`src/rtl/cfg_sp_pkg.sv`:
```
package cfg_sp_pkg;
  localparam int WORD_W = 32;

  localparam logic [2:0] HDR_TYPE1 = 3'b001;
  localparam logic [1:0] HDR_OP_WR = 2'b10;
  localparam logic [4:0] ADDR_LOOP = 5'd8;
  localparam logic [4:0] ADDR_CMD  = 5'd4;

  typedef enum logic [1:0] {
    TGT_NONE = 2'd0,
    TGT_LOOP = 2'd1,
    TGT_CMD  = 2'd2
  } tgt_e;

  typedef struct packed {
    logic v;
    logic d;
  } lbit_t;
endpackage

```
`src/rtl/cfg_sync_hunt.sv`:
```
module cfg_sync_hunt #(
  parameter int W = 32,
  parameter logic [W-1:0] PATTERN = 32'hAA995566
) (
  input  logic clk,
  input  logic rst_n,
  input  logic bit_valid,
  input  logic bit_in,
  output logic synced
);
  logic [W-2:0] window;
  logic [W-1:0] probe;

  assign probe = {window, bit_in};

  always_ff @(posedge clk or negedge rst_n) begin
    if (!rst_n) begin
      window <= '0;
      synced <= 1'b0;
    end else if (bit_valid && !synced) begin
      window <= probe[W-2:0];
      if (probe == PATTERN) synced <= 1'b1;
    end
  end
endmodule

```
`src/rtl/cfg_word_gather.sv`:
```
module cfg_word_gather #(
  parameter int W = 32
) (
  input  logic         clk,
  input  logic         rst_n,
  input  logic         en,
  input  logic         bit_in,
  output logic         word_done,
  output logic [W-1:0] word
);
  localparam int CW = $clog2(W);
  localparam logic [CW-1:0] LAST = CW'(W - 1);

  logic [W-2:0]  acc;
  logic [CW-1:0] nbits;

  assign word      = {acc, bit_in};
  assign word_done = en && (nbits == LAST);

  always_ff @(posedge clk or negedge rst_n) begin
    if (!rst_n) begin
      acc   <= '0;
      nbits <= '0;
    end else if (en) begin
      acc   <= word[W-2:0];
      nbits <= word_done ? '0 : nbits + 1'b1;
    end
  end
endmodule

```
`src/rtl/cfg_pkt_decode.sv`:
```
module cfg_pkt_decode
  import cfg_sp_pkg::*;
#(
  parameter int W    = 32,
  parameter int CNT_W = 11
) (
  input  logic         clk,
  input  logic         rst_n,
  input  logic         en,
  input  logic         word_done,
  input  logic [W-1:0] word,
  output logic         loop_bit,
  output logic         cmd_strobe,
  output logic [W-1:0] cmd_word
);
  logic             in_pay;
  tgt_e             tgt;
  logic [CNT_W-1:0] remain;

  logic             is_wr;
  logic [4:0]       h_addr;
  logic [CNT_W-1:0] h_cnt;
  tgt_e             h_tgt;

  assign is_wr  = (word[31:29] == HDR_TYPE1) && (word[28:27] == HDR_OP_WR);
  assign h_addr = word[17:13];
  assign h_cnt  = word[CNT_W-1:0];

  always_comb begin
    if (h_addr == ADDR_LOOP)     h_tgt = TGT_LOOP;
    else if (h_addr == ADDR_CMD) h_tgt = TGT_CMD;
    else                         h_tgt = TGT_NONE;
  end

  assign loop_bit = en && in_pay && (tgt == TGT_LOOP);

  always_ff @(posedge clk or negedge rst_n) begin
    if (!rst_n) begin
      in_pay     <= 1'b0;
      tgt        <= TGT_NONE;
      remain     <= '0;
      cmd_strobe <= 1'b0;
      cmd_word   <= '0;
    end else begin
      cmd_strobe <= 1'b0;
      if (word_done) begin
        if (!in_pay) begin
          if (is_wr && (h_cnt != '0)) begin
            in_pay <= 1'b1;
            remain <= h_cnt;
            tgt    <= h_tgt;
          end
        end else begin
          if (tgt == TGT_CMD) begin
            cmd_strobe <= 1'b1;
            cmd_word   <= word;
          end
          remain <= remain - 1'b1;
          if (remain == CNT_W'(1)) in_pay <= 1'b0;
        end
      end
    end
  end
endmodule

```
`src/rtl/cfg_loop_delay.sv`:
```
module cfg_loop_delay
  import cfg_sp_pkg::*;
#(
  parameter int LAT = 40
) (
  input  logic clk,
  input  logic rst_n,
  input  logic in_v,
  input  logic in_d,
  output logic dout
);
  lbit_t stg [LAT];

  for (genvar g = 0; g < LAT; g++) begin : g_stage
    lbit_t src;
    if (g == 0) begin : g_head
      assign src = '{v: in_v, d: in_d};
    end else begin : g_body
      assign src = stg[g-1];
    end
    always_ff @(posedge clk or negedge rst_n) begin
      if (!rst_n) stg[g] <= '{v: 1'b0, d: 1'b1};
      else        stg[g] <= src;
    end
  end

  assign dout = stg[LAT-1].v ? stg[LAT-1].d : 1'b1;
endmodule

```
`src/rtl/cfg_sync_parser.sv`:
```
module cfg_sync_parser
  import cfg_sp_pkg::*;
#(
  parameter logic [31:0] SYNC_WORD = 32'hAA995566,
  parameter int          LOOP_LAT  = 40,
  parameter int          CNT_W     = 11
) (
  input  logic              clk,
  input  logic              rst_n,
  input  logic              bit_in,
  input  logic              bit_valid,
  output logic              synced,
  output logic              dout,
  output logic              cmd_strobe,
  output logic [WORD_W-1:0] cmd_word
);
  logic              take;
  logic              word_done;
  logic [WORD_W-1:0] word;
  logic              loop_bit;

  assign take = synced && bit_valid;

  cfg_sync_hunt #(.W(WORD_W), .PATTERN(SYNC_WORD)) u_hunt (
    .clk(clk), .rst_n(rst_n), .bit_valid(bit_valid), .bit_in(bit_in),
    .synced(synced)
  );

  cfg_word_gather #(.W(WORD_W)) u_gather (
    .clk(clk), .rst_n(rst_n), .en(take), .bit_in(bit_in),
    .word_done(word_done), .word(word)
  );

  cfg_pkt_decode #(.W(WORD_W), .CNT_W(CNT_W)) u_decode (
    .clk(clk), .rst_n(rst_n), .en(take), .word_done(word_done), .word(word),
    .loop_bit(loop_bit), .cmd_strobe(cmd_strobe), .cmd_word(cmd_word)
  );

  cfg_loop_delay #(.LAT(LOOP_LAT)) u_delay (
    .clk(clk), .rst_n(rst_n), .in_v(loop_bit), .in_d(bit_in), .dout(dout)
  );
endmodule

```
`config.mk`:
```
export PLATFORM = sky130hd
export DESIGN_NAME = cfg_sync_parser
export DESIGN_NICKNAME = d
export VERILOG_FILES = /design/src/rtl/cfg_sp_pkg.sv /design/src/rtl/cfg_sync_hunt.sv /design/src/rtl/cfg_word_gather.sv /design/src/rtl/cfg_pkt_decode.sv /design/src/rtl/cfg_loop_delay.sv /design/src/rtl/cfg_sync_parser.sv
export SDC_FILE = /design/constraint.sdc
export NUM_CORES = 1
export LEC_CHECK = 0
export BUFFER_PORTS_ARGS = -buffer_cell sky130_fd_sc_hd__buf_2
export CAP_MARGIN = 20
export CORE_MARGIN = 2
export CORE_UTILIZATION = 63
export CTS_BUF_LIST = sky130_fd_sc_hd__clkbuf_8 sky130_fd_sc_hd__clkbuf_16
export DETAILED_ROUTE_END_ITERATION = 8
export GPL_ROUTABILITY_DRIVEN = 0
export PLACE_DENSITY = 0.84
export SYNTH_ARGS = -nofsm -noshare
export SYNTH_HDL_FRONTEND = slang
export SYNTH_SLANG_ARGS = --single-unit
```
`constraint.sdc`:
```
create_clock -name clk -period 4.1 [get_ports clk]
set_input_delay 0 -clock clk [delete_from_list [all_inputs] [get_ports clk]]
set_output_delay 0 -clock clk [all_outputs]
set_load 0.01 [all_outputs]
```
-- Word level (Yosys, flattened, before mapping)
Cells that the tools add are included.
- flip-flop bits (word level): 195
- bits in latches: 0
- bits in writable memories: 0
- ROM bits: 0
- input port bits: 4
- output and inout port bits: 35
- word-level logic and storage cells: 127
- memories: 0
- add/subtract/negate cells: 2
- $mul: 0
- div/mod/pow operators: 0
- $lt $le $gt $ge: 0
- equality and inequality tests: 9
- shifts and indexed selects: 0
- mux-type cells: 12
- bitwise gates (word level): 1
- reductions and logical operators: 14
- operators by type and width (cell ; count):
    == test 32 bit (second input constant) ; 1
    two-way mux 11 bit ; 2
    == test 11 x 1 -> 1 bit (second input constant) ; 1
    nonzero test 11 bit ; 1
    subtractor 11 x 1 -> 11 bit (second input constant) ; 1
    logical AND 1 bit ; 7
    two-way mux 1 bit ; 7
    AND reduction 3 bit ; 2
    adder 5 x 1 -> 5 bit (second input constant) ; 1
    == test 5 x 3 -> 1 bit (second input constant) ; 1
    == test 5 x 4 -> 1 bit (second input constant) ; 1
    == test 5 bit (second input constant) ; 1
    two-way mux 5 bit ; 1
    == test 2 bit (second input constant) ; 2
    two-way mux 2 bit ; 2
    AND reduction 2 bit ; 2
    == test 3 x 1 -> 1 bit (second input constant) ; 1
    == test 2 x 1 -> 1 bit (second input constant) ; 1
    nonzero test 2 bit ; 1
    zero test 1 bit ; 1
    inverter 1 bit ; 1

-- Logic depth before layout (Yosys ltp)
- depth in word-level cells: 5
- mapped depth: 8

-- Hierarchy
Synthesis repeated with hierarchy kept, for this count alone.
- cells, all modules: 495
- area total of the unflattened synthesis: 7043.0 um2
- modules (own cells, without submodules) (module ; instances ; cells each ; area an instance (um2) ; sequential area each (um2)):
    cfg_pkt_decode ; 1 ; 244 ; 2239.6 ; 1176.1
    cfg_loop_delay ; 1 ; 81 ; 2058.2 ; 2052.0
    cfg_word_gather ; 1 ; 90 ; 1426.4 ; 900.9
    cfg_sync_hunt ; 1 ; 79 ; 1312.5 ; 800.8
    cfg_sync_parser ; 1 ; 1 ; 6.3 ; 0.0

-- Least setup slack after synthesis
No wires, ideal clock.
- kind: reg-to-reg
- start: register u_gather.nbits[0]
- end: register u_decode.cmd_word[10]
- arrival time: 1.955 ns
- path slack: 2.020 ns
- stages on the path, launching flop included: 8
- period minus slack after synthesis: 2.080 ns
- cells stage by stage: dfrtp_1 ha_1 and3_1 ha_1 nand4_2 nor3b_4 buf_4 mux2_2
- longest elaborated chain between the ends: 3
- ends and longest elaborated chain (element ; RTL line ; RTL):
    start: declaration ; cfg_word_gather.sv:15 ; logic [CW-1:0] nbits;
    start signal: assignment ; cfg_word_gather.sv:26 ; nbits <= word_done ? '0 : nbits + 1'b1;
    == test 5 bit ; cfg_word_gather.sv:18 ; assign word_done = en && (nbits == LAST);
    logical AND 1 bit ; cfg_word_gather.sv:18 ;
    AND reduction 3 bit (no source line) ; - ;
    end signal: assignment ; cfg_pkt_decode.sv:56 ; cmd_word <= word;
    end: declaration ; cfg_pkt_decode.sv:14 ; output logic [W-1:0] cmd_word
Every way passes these cells.
A chain may end at the register's enable or synchronous reset.

-- Worst setup path after layout
- start: register u_gather.nbits[0]
- end: register u_decode.cmd_word[3]
Same word-level chain as after synthesis.

==> key figures <==
Clock network
  • Clk Latency, worst-skew pair: 0.53 ns
  • H-tree depth: 4
  • CTS sink cnt: slightly below 200
  • CTS tree: done
  • Reg clk slew, reported paths: 0.06 ns
  • Num CTS Buffers: 17
  • Clk root buf: clkbuf_8
  • Gates resized, CTS repair: 0
  • Clock Path Buffers: 2

Pwr
  • Internal power: 2.97 mW
  • VDD IR max: 462 uV
  • Power Density: approximately 480 nW/um2
  • Share of power burned in registers: a little under three fifths
  • Gate power share: 5.4%
  • Pleak: 3.87 nW
  • Sw Share: 21.9%
  • Net switching power: 0.834 mW
  • Clk pwr share: 37.4%

Critical path
  • Crit path kind: reg -> reg
  • Startpoint Class: flop
  • WP data required: roughly 4.5 ns
  • WP data arrival: around 2.8 ns
  • CP max FO: 17
  • Nature of the critical path endpoint: flop

STA
  • Min Hold Slack: 0.0567 ns
  • Slew margin rel.: a little under half
  • Setup_tns: 0 ns
  • Fin. Hold Viols: 0
  • Final Max Slew Viols: 0
  • Final Setup Violations: 0
  • Worst slew pin tran: about 0.8 ns
  • RSZ-0062 raised after global routing: false
  • Fin crit period: 2.39 ns
  • Fmax: 0.418 GHz
  • Skew final: between 0.01 and 0.015 ns
  • Final period util: 58.3%

Placement
  • DP Wirelength: between 7000 and 8000 um
  • Port Buffers: 38

Job
  • Max-cap violations: 0

Synthesis
  • Sequential element share of the synthesized area: 70.7%
  • Synth cell types: 50
  • Number of synthesized flops with an enable pin: 0
  • Mapped Area: 6980 um2
  • Dominant cell type by area after synthesis: dfrtp_1
  • Syn_nets: between 400 and 500
  • Predominant post-synthesis flop cell: dfrtp_1
  • Mean Syn Cell Area: between 15 and 20 um2
  • Synth top area share: 55.6%
  • Seq cells post-synth: 195
  • Ranking of synthesized cells by area: dfrtp_1, mux2_2, dfstp_2, nor4bb_1, o21ai_0
  • Yosys warns: 0
  • Syn Inst Count: 433
  • Async SR Flop Fraction: 100%

Cells and area
  • # diodes: 0
  • NumNets Final: 492
  • Synth-to-layout area growth: 12.4%
  • Most frequent cells in the layout: dfrtp_1, mux2_2, dfstp_2
  • Post-layout util: 72.4%
  • Fraction of layout cells with a size suffix above 1: between 40% and 50%
  • Total area of sequential cells: 4930 um2
  • Area of the multi-input gates: about 1900 um2
  • Most common cell after layout, fill and taps aside: dfrtp_1
  • # fillers: 684

Global routing
  • Pin count of the biggest net entering global routing: 76
  • GRT overflow: 0
  • Initial antenna violation count: 0
  • Tot GR Track Use: 21.7%
  • First-pass GRT wire length: 19300 um
  • Vias in the first global route: 3833

Floorplanning
  • Row cnt: 38
  • Initial Utilization: between 60% and 70%
  • Die area: 11900 um2
  • Die Y-Extent: 109 um
  • DIE WIDTH: 109 um
  • Core footprint: 10800 um2
  • I/O pin total: 39

Detailed routing
  • DRC violations left: 0
  • DR vias/cell: about 5.8
  • Antenna Nets Post-Route: 0
  • Vias: 3705
  • Drt total wl: 11600 um
  • Drt initial violations: 432
  • Routed wire per std cell: 18.2 um
  • DRT Pass-1 Iters: 7

Outcome
  • Status: complete, no violations

Hold path
  • Hold Crit Class: in -> async
## path summary, 6_finish.rpt
path / startpoint / to / slack, ns / cells past startpoint
setup / recovery: u_gather.nbits[0]$_DFFE_PN0P_ / u_decode.cmd_word[3]$_DFFE_PN0P_ / 1.71 / 7
hold / removal: rst_n / u_delay.g_stage[37].src[1]$_DFF_PN0_ / 0.06 / 2
setup reg to reg: u_gather.nbits[0]$_DFFE_PN0P_ / u_decode.cmd_word[3]$_DFFE_PN0P_ / 1.71 / 7
hold reg to reg: u_delay.g_stage[19].src[1]$_DFF_PN0_ / u_delay.g_stage[20].src[1]$_DFF_PN0_ / 0.35 / 0
max in group asynchronous: rst_n / u_delay.g_stage[6].src[1]$_DFF_PN0_ / 3.07 / 3
min in group clk: bit_in / u_delay.g_stage[1].src[0]$_DFF_PN1_ / 0.22 / 2
## Yosys cell counts (all sizes together), types with 2 or more instances
master,instances
a41o,2
or4,2
o221a,4
mux2,97
a31oi,2
o2bb2ai,2
and3,6
nor4,6
nand4,5
nor2,10
nor3,5
nor4bb,7
nand2b,3
o21ai,12
dfrtp,155
clkbuf,4
buf,12
nor3b,4
dfstp,40
inv,5
nand3,11
a21oi,2
ha,4
a22oi,2
and4,3
nor4b,3
or2,2
nand2,10
## power groups by stage
stage               Combinational, mW  Sequential [mW]  Clock [mW]
floorplan                       0.146             2.17           0
global placement                0.193             2.20           0
detailed placement              0.206             2.21           0
CTS                             0.210             2.18        1.46
global route                    0.227             2.20        1.54
finish                          0.204             2.18        1.42
## cell type report
class                      count  area share [%]
clock inverter                13           0.925
tap                          140            2.23
sequential                   195            62.8
timing repair buffer          48            3.56
inverter                       5           0.239
clock buffer                  19            5.63
multi-input combinational    217            24.6
## kinds of logic after synthesis
kind of cell	after synthesis	share of synthesized area [%]
flip-flops	195	70.7
multiplexers	98	15.8
AO/OA/AOI/OAI	33	3.46
AND/OR/NAND/NOR	81	7.53
buffers and inverters	21	1.70
XOR/XNOR	1	0.126
adder cells (fa/ha/maj)	4	0.717
## through the flow
step           worst slack (ns)  area (um2)  cells  total power [mW]
2_1_floorplan              2.02        6980    433              2.32
3_3_place_gp               1.91        7300    602              2.39
3_5_place_dp               1.76        7300    602              2.42
4_1_cts                    1.71        7850    637              3.84
5_1_grt                    1.57        7850    637              3.96
6_report                   1.71        7850    637              3.80
## registers in the layout (all words and copies together) (netlist names), 2 cells and up
name and cells:
u_delay.g_stage.src 78, u_decode.cmd_word 32, u_gather.acc 31, u_hunt.window 31, u_decode.remain 11, u_gather.nbits 5, u_decode.tgt 2, u_delay.stg 2
## routing by layer
layer  wire [um]  track usage (%)  share of wire [%]
met5           0                0                  0
met2        5550             33.1                 48
met3         673             6.10                5.8
met4         247             9.49                2.1
met1        5140             29.6                 44
## what timing repair did
action	4_1_cts	5_1_grt
buffers inserted	0	0
hold endpoints to repair	77	0
hold buffers	3	0
## critical path, cell delays in order, from the launching register on
cell     delay [ns]
dfrtp_1        0.41
ha_1           0.19
and3_1         0.18
ha_1           0.30
nand4_2        0.23
nor3b_4        0.27
buf_4          0.30
mux2_2         0.38
Power figures use the tool's default switching activity.
